[src/rtl/floppy_glue_pkg.sv]
package floppy_glue_pkg;
   // Field order follows the latch bit positions that the outputs decode.
   typedef struct packed {
      logic       dbl;       // bit 7
      logic       wait_req;  // bit 6
      logic [1:0] spare;     // bits 5:4
      logic [3:0] sel;       // bits 3:0
   } drv_latch_t;

   localparam int NUM_IRQ_SRC = 2;  // [1] controller interrupt, [0] motor timeout
endpackage

[src/rtl/floppy_port_regs.sv]
module floppy_port_regs
   import floppy_glue_pkg::*;
#(
   parameter int         ADDR_W   = 8,
   parameter logic [7:0] DRV_PORT = 8'hF4,
   parameter logic [7:0] IRQ_PORT = 8'hE4
) (
   input  logic                   clk,
   input  logic                   rst_n,
   input  logic [ADDR_W-1:0]      io_addr,
   input  logic [7:0]             io_wdata,
   input  logic                   io_wr,
   output drv_latch_t             latch,
   output logic [NUM_IRQ_SRC-1:0] mask,
   output logic                   wait_set
);
   localparam logic [ADDR_W-1:0] DRV_A = ADDR_W'(DRV_PORT);
   localparam logic [ADDR_W-1:0] IRQ_A = ADDR_W'(IRQ_PORT);

   initial begin
      if (DRV_PORT == IRQ_PORT) $error("port addresses must differ");
   end

   logic drv_wr, irq_wr;
   assign drv_wr   = io_wr && (io_addr == DRV_A);
   assign irq_wr   = io_wr && (io_addr == IRQ_A);
   assign wait_set = drv_wr && io_wdata[6];

   always_ff @(posedge clk) begin
      if (!rst_n) begin
         latch <= '0;
         mask  <= '0;
      end else begin
         if (drv_wr) latch <= drv_latch_t'(io_wdata);
         if (irq_wr) mask  <= io_wdata[7 -: NUM_IRQ_SRC];
      end
   end

   // writes elsewhere do not disturb either register
   a_r10_other_addr_ignored: assert property (@(posedge clk) disable iff (!rst_n)
      (io_wr && io_addr != DRV_A && io_addr != IRQ_A) |=> ($stable(latch) && $stable(mask)));
   // drive-port write lands in the latch
   a_r2_latch_load: assert property (@(posedge clk) disable iff (!rst_n)
      drv_wr |=> (latch == drv_latch_t'($past(io_wdata))));
endmodule

[src/rtl/floppy_wait_gen.sv]
module floppy_wait_gen #(
   parameter int WAIT_TMO = 16
) (
   input  logic clk,
   input  logic rst_n,
   input  logic wait_set,
   input  logic fdc_intrq,
   input  logic fdc_drq,
   input  logic fdc_reset,
   output logic cpu_wait
);
   localparam int CNT_W = $clog2(WAIT_TMO + 1);
   localparam logic [CNT_W-1:0] LAST = CNT_W'(WAIT_TMO - 1);

   initial begin
      if (WAIT_TMO < 2) $error("WAIT_TMO must be at least 2");
   end

   logic [CNT_W-1:0] cnt;
   logic             ext_release, tmo_hit;

   assign ext_release = fdc_intrq | fdc_drq | fdc_reset;
   assign tmo_hit     = cpu_wait && (cnt == LAST);

   // Release beats set; timeout ends the window after WAIT_TMO cycles.
   always_ff @(posedge clk) begin
      if (!rst_n) begin
         cpu_wait <= 1'b0;
         cnt      <= '0;
      end else if (ext_release || tmo_hit) begin
         cpu_wait <= 1'b0;
         cnt      <= '0;
      end else if (wait_set) begin
         cpu_wait <= 1'b1;
         cnt      <= '0;
      end else if (cpu_wait) begin
         cnt      <= cnt + 1'b1;
      end
   end


   a_r5_wait_raise: assert property (@(posedge clk) disable iff (!rst_n)
      (wait_set && !ext_release && !tmo_hit) |=> cpu_wait);

   a_r6_wait_release: assert property (@(posedge clk) disable iff (!rst_n)
      (cpu_wait && ext_release) |=> !cpu_wait);
   // counter stays inside the window
   a_r7_window_bound: assert property (@(posedge clk) disable iff (!rst_n)
      cpu_wait |-> (cnt <= LAST));
   a_r7_idle_counter: assert property (@(posedge clk) disable iff (!rst_n)
      !cpu_wait |-> (cnt == '0));
endmodule

[src/rtl/floppy_irq_status.sv]
module floppy_irq_status
   import floppy_glue_pkg::*;
#(
   parameter int         ADDR_W   = 8,
   parameter logic [7:0] IRQ_PORT = 8'hE4
) (
   input  logic                   clk,
   input  logic                   rst_n,
   input  logic [ADDR_W-1:0]      io_addr,
   input  logic                   io_rd,
   input  logic [NUM_IRQ_SRC-1:0] src,
   input  logic [NUM_IRQ_SRC-1:0] mask,
   output logic                   nmi_req,
   output logic [7:0]             io_rdata
);
   localparam logic [ADDR_W-1:0] IRQ_A = ADDR_W'(IRQ_PORT);
   localparam int FILL_W = 8 - NUM_IRQ_SRC;

   logic [NUM_IRQ_SRC-1:0] gated;
   for (genvar i = 0; i < NUM_IRQ_SRC; i++) begin : g_src
      assign gated[i] = src[i] & mask[i];
   end
   assign nmi_req = |gated;

   logic [7:0] status;
   assign status   = {~src, {FILL_W{1'b1}}};
   assign io_rdata = (io_rd && io_addr == IRQ_A) ? status : 8'h00;

   // no active source, no interrupt
   a_r11_nmi_level: assert property (@(posedge clk) disable iff (!rst_n)
      (src == '0) |-> !nmi_req);
   // cleared mask blocks all sources
   a_r8_mask_blocks: assert property (@(posedge clk) disable iff (!rst_n)
      (mask == '0) |-> !nmi_req);
   // bus idle when not reading
   a_r9_idle_bus: assert property (@(posedge clk) disable iff (!rst_n)
      !io_rd |-> (io_rdata == 8'h00));
endmodule

[src/rtl/floppy_irq_wait_ctl.sv]
module floppy_irq_wait_ctl
   import floppy_glue_pkg::*;
#(
   parameter int         ADDR_W   = 8,
   parameter logic [7:0] DRV_PORT = 8'hF4,
   parameter logic [7:0] IRQ_PORT = 8'hE4,
   parameter int         WAIT_TMO = 16
) (
   input  logic              clk,
   input  logic              rst_n,
   input  logic [ADDR_W-1:0] io_addr,
   input  logic [7:0]        io_wdata,
   input  logic              io_wr,
   input  logic              io_rd,
   output logic [7:0]        io_rdata,
   input  logic              fdc_intrq,
   input  logic              fdc_drq,
   input  logic              fdc_reset,
   input  logic              motor_tmo,
   output logic [3:0]        drv_sel,
   output logic              ext_drive,
   output logic              drive_active,
   output logic              dbl_density,
   output logic              nmi_req,
   output logic              cpu_wait
);
   initial begin
      if (ADDR_W < 8) $error("ADDR_W must cover 8-bit port addresses");
   end

   drv_latch_t             latch;
   logic [NUM_IRQ_SRC-1:0] mask;
   logic                   wait_set;

   floppy_port_regs #(.ADDR_W(ADDR_W), .DRV_PORT(DRV_PORT), .IRQ_PORT(IRQ_PORT)) u_regs (
      .clk(clk), .rst_n(rst_n), .io_addr(io_addr), .io_wdata(io_wdata), .io_wr(io_wr),
      .latch(latch), .mask(mask), .wait_set(wait_set));

   floppy_wait_gen #(.WAIT_TMO(WAIT_TMO)) u_wait (
      .clk(clk), .rst_n(rst_n), .wait_set(wait_set), .fdc_intrq(fdc_intrq),
      .fdc_drq(fdc_drq), .fdc_reset(fdc_reset), .cpu_wait(cpu_wait));

   floppy_irq_status #(.ADDR_W(ADDR_W), .IRQ_PORT(IRQ_PORT)) u_irq (
      .clk(clk), .rst_n(rst_n), .io_addr(io_addr), .io_rd(io_rd),
      .src({fdc_intrq, motor_tmo}), .mask(mask), .nmi_req(nmi_req), .io_rdata(io_rdata));

   assign drv_sel      = latch.sel;
   assign dbl_density  = latch.dbl;
   assign ext_drive    = latch.sel[2] | latch.sel[3];
   assign drive_active = |latch.sel;

   // external flag implies a drive is selected
   a_r3_ext_implies_active: assert property (@(posedge clk) disable iff (!rst_n)
      ext_drive |-> drive_active);
   // no drive bit, no indication
   a_r4_active_needs_sel: assert property (@(posedge clk) disable iff (!rst_n)
      (drv_sel == 4'b0000) |-> !drive_active);
endmodule

[config.mk]
export PLATFORM = sky130hd
export DESIGN_NAME = floppy_irq_wait_ctl
export DESIGN_NICKNAME = d
export VERILOG_FILES = /design/src/rtl/floppy_glue_pkg.sv /design/src/rtl/floppy_port_regs.sv /design/src/rtl/floppy_wait_gen.sv /design/src/rtl/floppy_irq_status.sv /design/src/rtl/floppy_irq_wait_ctl.sv
export SDC_FILE = /design/constraint.sdc
export NUM_CORES = 1
export LEC_CHECK = 0
export ABC_CLOCK_PERIOD_IN_PS = 1500
export BUFFER_PORTS_ARGS = -buffer_cell sky130_fd_sc_hd__buf_4
export CAP_MARGIN = 40
export CORE_ASPECT_RATIO = 0.9
export CORE_MARGIN = 8
export CORE_UTILIZATION = 37
export DETAILED_ROUTE_END_ITERATION = 10
export PLACE_DENSITY = 0.72
export SYNTH_ARGS = -nofsm -noshare
export SYNTH_HDL_FRONTEND = slang
export SYNTH_SLANG_ARGS = --single-unit
[constraint.sdc]
create_clock -name clk -period 1.5 [get_ports clk]
set_input_delay 0.075 -clock clk [delete_from_list [all_inputs] [get_ports clk]]
set_output_delay 0.075 -clock clk [all_outputs]
set_load 0.01 [all_outputs]
==> results.txt, run 1 <==
Starting Density -> 0.397
Static Leak -> 0.478 nW
CP Launch Type -> input pin
DIE WIDTH -> 61 µm
TritonCTS Buffers -> 3
vias in the first global route -> 631
FP Rows -> 14
Req. time, crit path -> 1.42 ns
Pre-Repair DR Iteration Count -> 5
Adder-Cell Fraction of Synth Area -> 0.0371
placed insts -> 137
post-route DRC violation count -> 0
mapped cell area -> 674 µm²
Least-Margin Pin Slew -> 0.533 ns
Worst Path Arrival -> 1.37 ns
hpwl dp -> 1570 µm
pin count of the biggest net entering global routing -> 15
simple-gate share of the synthesized area -> 0.289
port buffer count -> 38
full die area -> 3450 µm²
DR WL/cell -> 13.2 µm
Reg area -> 263 µm²
antenna violations before repair -> 0
Power Internal -> 0.487 mW
TritonCTS Sinks -> 13
critical path type -> input pin to output pin
Clock Path Buffers -> 2
post-DR vias/cell -> 4.75
initial DRC count -> 7
final worst path period share -> 0.961
Yosys cell types -> 22
area share of the largest cell type after synthesis -> 0.386
nets -> 145
first-pass GRT wire length -> 2840 µm
register bit total from synthesis -> 13
reported net switching power -> 0.136 mW
post-synthesis sequential area ratio -> 0.386
Syn Area/Cell -> 8.76 µm²
pre-CTS setup slack -> -0.00657 ns
Comb pwr share -> 0.111
Detail Route Antenna Nets -> 0
Die Y -> 56.5 µm
Clock Tree Root -> clkbuf_4
Skew-Pair Late Insertion Delay -> 0.27 ns
GR Util All Layers -> 0.110
CTS tree -> built
Gate Count Post-Synth -> 77
area of the multi-input gates -> 395 µm²
share of layout cells above drive strength 1 -> 0.517
largest cells by area after synthesis -> dfxtp_1 (39%), mux2i_1 (12%), nand2_1 (9.5%)
clock-pin slew on the worst setup and hold paths -> 0.08 ns
cell taking the most area after synthesis -> dfxtp_1
gp weighted congestion -> 0.720
# fillers -> 160
Clk pwr share -> 0.335
routed vias -> 674
P per Cell Area -> 578 nW/µm²
Hold Crit Class -> input pin to flip-flop
diode count -> 0
xor/xnor share of the synthesized area -> 0.0390
Final Max Tran Viols -> 0
Synthesis Warnings -> 0
final setup vio count -> 0
status -> completed
Final Hold Fails -> 0
aggregate routed wire length -> 1870 µm
io pins -> 41
Max Freq -> 693 MHz
post-layout minimum cycle time -> 1.44 ns
Flop pwr share -> 0.554
Fin Clk Skew -> 0.000698 ns
Post-Route Utilization -> 0.634
switching fraction of total power -> 0.218
mux contribution to synthesized area -> 0.119
slew margin rel. -> 0.640
H-tree levels -> 1
syn nets -> 103
Max VDD drop -> 587 µV
Area Overhead vs Synth -> 59.7%
Final WS setup -> 0.0578 ns
CP Max Fanout -> 6
max-cap violations -> 0
core area -> 1700 µm²
RSZ-0062 raised after global routing -> false
Final Non-Filler Cells -> 142
Synth Area in Compound Gates -> 0.0408
largest family of logic cells by synthesized area -> simple AND/OR/NAND/NOR gates
critical path endpoint category -> output pin
hold buffers post-CTS -> 0
grt total ovfl -> 0
-- kinds of logic after synthesis --
family / count (synthesis)
AND/OR/NAND/NOR: 37
flip-flops: 13
buffers and inverters: 11
multiplexers: 8
AO/OA/AOI/OAI: 3
XOR/XNOR: 3
adder cells (fa/ha/maj): 2
-- final cells by class --
class	count	share of cell area
Clock buffer	3	0.0209
Clock inverter	1	0.00465
Inverter	4	0.0139
Multi-Input combinational cell	53	0.367
Sequential cell	13	0.244
Tap cell	24	0.0279
Timing Repair Buffer	44	0.322
-- stage by stage --
| step | area, µm² | hold slack, ns | setup TNS (ns) | total power [mW] |
|---|---|---|---|---|
| 2_1_floorplan | 674 | 0.198 | 0 | 0.370 |
| 3_3_place_gp | 995 | 0.333 | 0 | 0.420 |
| 3_5_place_dp | 995 | 0.349 | -0.0250 | 0.421 |
| 4_1_cts | 1040 | 0.0465 | 0 | 0.634 |
| 5_1_grt | 1080 | 0.0550 | 0 | 0.658 |
| 6_report | 1080 | 0.0560 | 0 | 0.623 |
-- routing by layer --
metal  vias to the layer above  GRT usage  share of wire
met5                         -          0              0
met1                       306     0.0929           0.36
met3                         2     0.0477          0.094
li1                        343          -              -
met4                         0     0.0399         0.0085
met2                        23      0.211           0.54
-- power by group through the flow --
stage	clock network, mW	registers (mW)	logic [mW]
CTS	0.220	0.345	0.0685
global placement	0	0.353	0.0666
detailed placement	0	0.353	0.0679
global route	0.237	0.345	0.0754
finish	0.209	0.345	0.0694
floorplan	0	0.353	0.0163
-- critical path: stages --
cell and delay [ns]:
buf_4 0.11, or4b_4 0.52, or3_1 0.41, inv_2 0.12, buf_4 0.13
-- registers in the layout (all words and copies together) (netlist names) --
signal and cells:
u_regs.latch 5, u_regs.mask 2, u_wait.cnt 5, u_wait.cpu_wait 1
-- cells in the final DEF (no fill, tap or decap), drive strengths merged, types with 2 or more instances in the layout --
cell type	n
ha	2
nor3	7
nand2	17
mux2i	8
xor2	2
clkbuf	3
nand4	3
buf	44
or3	2
inv	4
dfxtp	13
nor2	3
-- Yosys cell counts (all sizes together) --
cell type	instances
or2	1
a41o	1
buf	5
nand2	17
mux2i	8
xor2	2
a2111oi	1
ha	2
inv	4
nor2	3
nand4	3
and3	1
or3	2
xnor2	1
clkbuf	2
nor3	7
a22o	1
or4b	1
nor3b	1
dfxtp	13
nor4b	1
-- final timing paths --
check,from,end,slack [ns],cells after the start
worst max-delay path,io_addr[3],io_rdata[3],0.06,5
worst min-delay path,io_wdata[3],u_regs.latch[3],0.06,3
worst max register to register,u_wait.cnt[1],u_wait.cnt[0],0.09,7
worst min register to register,u_regs.latch[7],u_regs.latch[7],0.46,2
-- repair_timing --
action | CTS | global route
pin swaps | 1 | 1
endpoints found under the setup margin | 9 | 5
endpoints found under the hold margin | 0 | 0
gates resized for setup | 5 | 7
gates cloned | 0 | 0
buffers inserted | 1 | 0
No activity file was read; power rests on OpenSTA's default activity.
==> inputs of run 2 (changes only) <==
ABC_CLOCK_PERIOD_IN_PS = 1810   (was 1500)
CORE_UTILIZATION = 40   (was 37)
PLACE_DENSITY = 0.74   (was 0.72)
clock period = 1.81 ns   (was 1.5 ns; I/O delays follow)
==> results.txt, run 2 (synthesis gave the netlist of run 1 again) <==
Post-DP Area -> 952 µm² (was 995 µm²)
critical path type -> input pin to output pin (unchanged)
post-DR vias/cell -> 4.74 (was 4.75)
setup TNS -> 0 ns (unchanged)
Least-Margin Pin Slew -> 0.460 ns (was 0.533 ns)
Worst Path Arrival -> 1.48 ns (was 1.37 ns)
core area -> 1630 µm² (was 1700 µm²)
diode count -> 0 (unchanged)
DIE WIDTH -> 59.3 µm (was 61 µm)
TritonCTS Sinks -> 13 (unchanged)
grt total ovfl -> 0 (unchanged)
Max VDD drop -> 413 µV (was 587 µV)
port buffer count -> 38 (unchanged)
Levels on crit path -> 5 (unchanged)
final worst path period share -> 0.865
Req. time, crit path -> 1.72 ns (was 1.42 ns)
Fin Clk Skew -> 0.00505 ns (was 0.000698 ns)
CP Max Fanout -> 6 (unchanged)
pin count of the biggest net entering global routing -> 15 (unchanged)
vias in the first global route -> 619 (was 631)
Pre-Repair DR Iteration Count -> 2 (was 5)
first-pass GRT wire length -> 2590 µm (was 2840 µm)
Area Overhead vs Synth -> 45.1% (was 59.7%)
critical path endpoint category -> output pin (unchanged)
most frequent cells in the layout -> buf_4 (39), nand2_1 (17), dfxtp_1 (13) (was buf_4 (42), nand2_1 (16), dfxtp_1 (11))
largest stage delay on the critical path -> 0.56 ns (was 0.52 ns)
TritonCTS Buffers -> 3 (unchanged)
DR WL/cell -> 12.2 µm (was 13.2 µm)
clock-pin slew on the worst setup and hold paths -> 0.08 ns (about the same)
Skew-Pair Late Insertion Delay -> 0.27 ns (about the same)
Final Hold Fails -> 0 (unchanged)
full die area -> 3260 µm² (was 3450 µm²)
aggregate routed wire length -> 1670 µm (was 1870 µm)
slowest library cell on the worst path -> or4b_4 (unchanged)
final setup vio count -> 0 (unchanged)
routed vias -> 649 (was 674)
slew margin rel. -> 0.689 (was 0.640)
Design Area, Final -> 978 µm² (was 1080 µm²)
hold path depth -> 3 (unchanged)
commonest non-fill, non-tap cell in the layout -> buf_4 (unchanged)
cell family with most CP delay -> simple AND/OR/NAND/NOR gates (unchanged)
Final Max Tran Viols -> 0 (unchanged)
H-tree levels -> 1 (unchanged)
io pins -> 41 (unchanged)
Clock Tree Root -> clkbuf_4 (unchanged)
CP Launch Type -> input pin (unchanged)
Largest regs -> u_regs.latch (5), u_wait.cnt (5), u_regs.mask (2) (unchanged)
max-cap violations -> 0 (unchanged)
status -> completed (unchanged)
# Post-CTS Setup Buffers -> 0 (was 1)
Static Leak -> 0.450 nW (was 0.478 nW)
post-layout minimum cycle time -> 1.57 ns
initial DRC count -> 8 (was 7)
Detail Route Antenna Nets -> 0 (unchanged)
R2R depth -> 6 (was 7)
worst path cell trace -> buf_4 -> or4b_4 -> or3_1 -> inv_1 -> buf_4 (was buf_4 -> or4b_4 -> or3_1 -> inv_2 -> buf_4)
post-CTS sizing -> 0 (was 5)
Clock Path Buffers -> 2 (unchanged)
share of layout cells above drive strength 1 -> 0.398 (was 0.517)
RSZ-0062 raised after global routing -> false (unchanged)
crit-path most repeated cell -> buf_4 (unchanged)
Die Y -> 55.0 µm (was 56.5 µm)
# fillers -> 149 (was 160)
GR Util All Layers -> 0.103 (was 0.110)
CTS tree -> built (unchanged)
P per Cell Area -> 528 nW/µm² (was 578 nW/µm²)
hpwl dp -> 1410 µm (was 1570 µm)
Max Freq -> 639 MHz
FP Rows -> 14 (unchanged)
hold buffers post-CTS -> 0 (unchanged)
nets -> 140 (was 145)
Hold Crit Class -> input pin to flip-flop (unchanged)
WP buf/inv -> 3 (unchanged)
Starting Density -> 0.414 (was 0.397)
post-route DRC violation count -> 0 (unchanged)
gp weighted congestion -> 0.700 (was 0.720)
antenna violations before repair -> 0 (unchanged)
total power -> 0.516 mW (was 0.623 mW)
-- run 2: final timing paths --
kind / startpoint / to / slack [ns]
max: io_addr[3] / io_rdata[2] / 0.24
min: io_wdata[1] / u_regs.latch[1] / 0.06
max reg2reg: u_wait.cnt[0] / u_wait.cnt[4] / 0.25
min reg2reg: u_regs.latch[7] / u_regs.latch[7] / 0.46
-- run 2: layout make-up --
cell class	count	area, µm²	area share
multi-input combinational	53	354	0.362
timing repair buffer	39	293	0.299
sequential	13	260	0.266
tap	24	30.0	0.0307
clock buffer	4	26.3	0.0269
inverter	4	15.0	0.0153
-- run 2: layer usage --
metal | wire [µm] | GRT usage | share of wire
met1 | 653 | 0.0977 | 0.39
met2 | 843 | 0.188 | 0.51
met3 | 163 | 0.0577 | 0.098
met4 | 8 | 0.0357 | 0.0048
met5 | 0 | 0 | 0
-- run 2: worst reg2reg max path: cells and delay by family (launching register included) --
family	cells	cell delay, ns
DFF	1	0.34
AOI/OAI and AO/OA	1	0.34
and+or+nand+nor	3	0.37
adders and majority gates	2	0.40
-- run 2: stage by stage --
stage          instances  utilization  setup slack [ns]  hold slack [ns]
2_1_floorplan         77            -             0.353            0.229
3_3_place_gp         133        0.584             0.245            0.348
3_5_place_dp         133        0.584             0.228            0.356
4_1_cts              137        0.601             0.227           0.0552
5_1_grt              137        0.601            0.0581           0.0636
6_report             137        0.601             0.244           0.0636
-- run 2: power by group --
group | internal, mW | switching [mW] | leakage [nW] | total, mW
Sequential | 0.286 | 0.000120 | 0.105 | 0.286
Combinational | 0.0341 | 0.0201 | 0.330 | 0.0542
Clock | 0.0854 | 0.0908 | 0.0150 | 0.176
==> inputs of run 3 (changes only) <==
ABC_CLOCK_PERIOD_IN_PS = 1450   (was 1810)
clock period = 1.45 ns   (was 1.81 ns; I/O delays follow)
==> results.txt, run 3 (synthesis gave the netlist of run 1 again) <==
Worst Hold Slack -> 0.0415 ns (was 0.0636 ns)
GR Util All Layers -> 0.118 (was 0.103)
TritonCTS Sinks -> 13 (unchanged)
Final Hold Fails -> 0 (unchanged)
slew margin rel. -> 0.496 (was 0.689)
core area -> 1630 µm² (unchanged)
CTS tree -> built (unchanged)
antenna violations before repair -> 0 (unchanged)
critical path endpoint category -> output pin (unchanged)
Post-Route Utilization -> 0.700 (was 0.601)
Static Leak -> 0.490 nW (was 0.450 nW)
TritonCTS Buffers -> 3 (unchanged)
Final Max Tran Viols -> 0 (unchanged)
first-pass GRT wire length -> 2940 µm (was 2590 µm)
P per Cell Area -> 575 nW/µm² (was 528 nW/µm²)
pin count of the biggest net entering global routing -> 15 (unchanged)
hpwl dp -> 1530 µm (was 1410 µm)
Max Freq -> 700 MHz
status -> completed (unchanged)
H-tree levels -> 1 (unchanged)
port buffer count -> 38 (unchanged)
FP Rows -> 14 (unchanged)
Least-Margin Pin Slew -> 0.746 ns (was 0.460 ns)
# fillers -> 132 (was 149)
Starting Density -> 0.414 (unchanged)
full die area -> 3260 µm² (unchanged)
Skew-Pair Late Insertion Delay -> 0.27 ns (about the same)
most frequent cells in the layout -> buf_4 (45), nand2_1 (15), dfxtp_1 (10) (was buf_4 (39), nand2_1 (17), dfxtp_1 (13))
Area Overhead vs Synth -> 69.0% (was 45.1%)
share of layout cells above drive strength 1 -> 0.562 (was 0.398)
DR WL/cell -> 13.6 µm (was 12.2 µm)
Die Y -> 55.0 µm (unchanged)
post-layout minimum cycle time -> 1.43 ns
initial DRC count -> 9 (was 8)
Clock Tree Root -> clkbuf_4 (unchanged)
vias in the first global route -> 690 (was 619)
nets -> 148 (was 140)
routed vias -> 685 (was 649)
io pins -> 41 (unchanged)
final setup vio count -> 0 (unchanged)
DIE WIDTH -> 59.3 µm (unchanged)
RSZ-0062 raised after global routing -> true (was false)
Req. time, crit path -> 1.38 ns (was 1.72 ns)
clock-pin slew on the worst setup and hold paths -> 0.08 ns (about the same)
max-cap violations -> 0 (unchanged)
commonest non-fill, non-tap cell in the layout -> buf_4 (unchanged)
grt total ovfl -> 0 (unchanged)
Hold Crit Class -> input pin to flip-flop (unchanged)
Fin Clk Skew -> 0.000134 ns (was 0.00505 ns)
Largest regs -> u_regs.latch (5), u_wait.cnt (5), u_regs.mask (2) (unchanged)
flop-to-flop setup slack -> 0.05 ns (was 0.25 ns)
Detail Route Antenna Nets -> 0 (unchanged)
post-route DRC violation count -> 0 (unchanged)
Final Non-Filler Cells -> 145 (was 137)
CP Max Fanout -> 3 (was 6)
critical path type -> flip-flop to output pin (was input pin to output pin)
diode count -> 0 (unchanged)
setup TNS -> 0 ns (unchanged)
post-DR vias/cell -> 4.72 (was 4.74)
placed insts -> 139 (was 133)
Worst Path Arrival -> 1.36 ns (was 1.48 ns)
Clock Path Buffers -> 2 (unchanged)
Max VDD drop -> 365 µV (was 413 µV)
hold buffers post-CTS -> 0 (unchanged)
CP Launch Type -> flip-flop (was input pin)
final worst path period share -> 0.986
aggregate routed wire length -> 1980 µm (was 1670 µm)
gp weighted congestion -> 0.747 (was 0.700)
Pre-Repair DR Iteration Count -> 4 (was 2)
==> run 3: changes by cell type in the layout (fill, tap and decap cells not counted), sizes merged <==
cell and change:
buf +8
==> run 3: layout make-up <==
type | instances | area, µm² | area share
Timing Repair Buffer | 47 | 360 | 0.316
Tap cell | 24 | 30.0 | 0.0263
Clock buffer | 4 | 26.3 | 0.0231
Inverter | 4 | 15.0 | 0.0132
Multi-Input combinational cell | 53 | 444 | 0.390
Sequential cell | 13 | 264 | 0.232
==> run 3: worst paths after layout <==
check                  startpoint         endpoint  cells after the start
hold / removal        io_wdata[1]  u_regs.latch[1]                      3
hold reg to reg   u_regs.latch[7]  u_regs.latch[7]                      2
setup reg to reg    u_wait.cnt[1]    u_wait.cnt[1]                      7
setup / recovery  u_regs.latch[3]     drive_active                      3
==> run 3: critical path: stages, from the launching register on <==
cell and delay (ns):
dfxtp_2 0.33, or2_4 0.25, or3_4 0.37, buf_6 0.13
==> run 3: timing repair <==
| action | in CTS | in global routing |
|---|---|---|
| gates resized for setup | 11 | 13 |
| pin swaps | 1 | 2 |
| setup buffers | 0 | 2 |
| endpoints found under the setup margin | 9 | 7 |
==> run 3: metal layers <==
metal | track usage | up-vias | routed length (µm)
li1 | - | 349 | -
met1 | 0.120 | 314 | 717
met2 | 0.208 | 20 | 1050
met3 | 0.0554 | 2 | 194
met4 | 0.0476 | 0 | 10
met5 | 0 | - | 0
==> run 3: power by group <==
part           switching (mW)  internal, mW  leakage [nW]
clock network           0.119         0.107        0.0150
registers            0.000182         0.357         0.106
logic                  0.0278        0.0457         0.369
total                   0.147         0.509         0.490
==> run 3: through the flow <==
step | cell area [µm²] | power, mW | setup slack [ns]
floorplan | 674 | 0.382 | 0.0147
global placement | 997 | 0.434 | -0.0298
detailed placement | 997 | 0.436 | -0.0401
CTS | 1060 | 0.664 | 0.00532
global route | 1140 | 0.691 | -0.0254
finish | 1140 | 0.656 | 0.0207
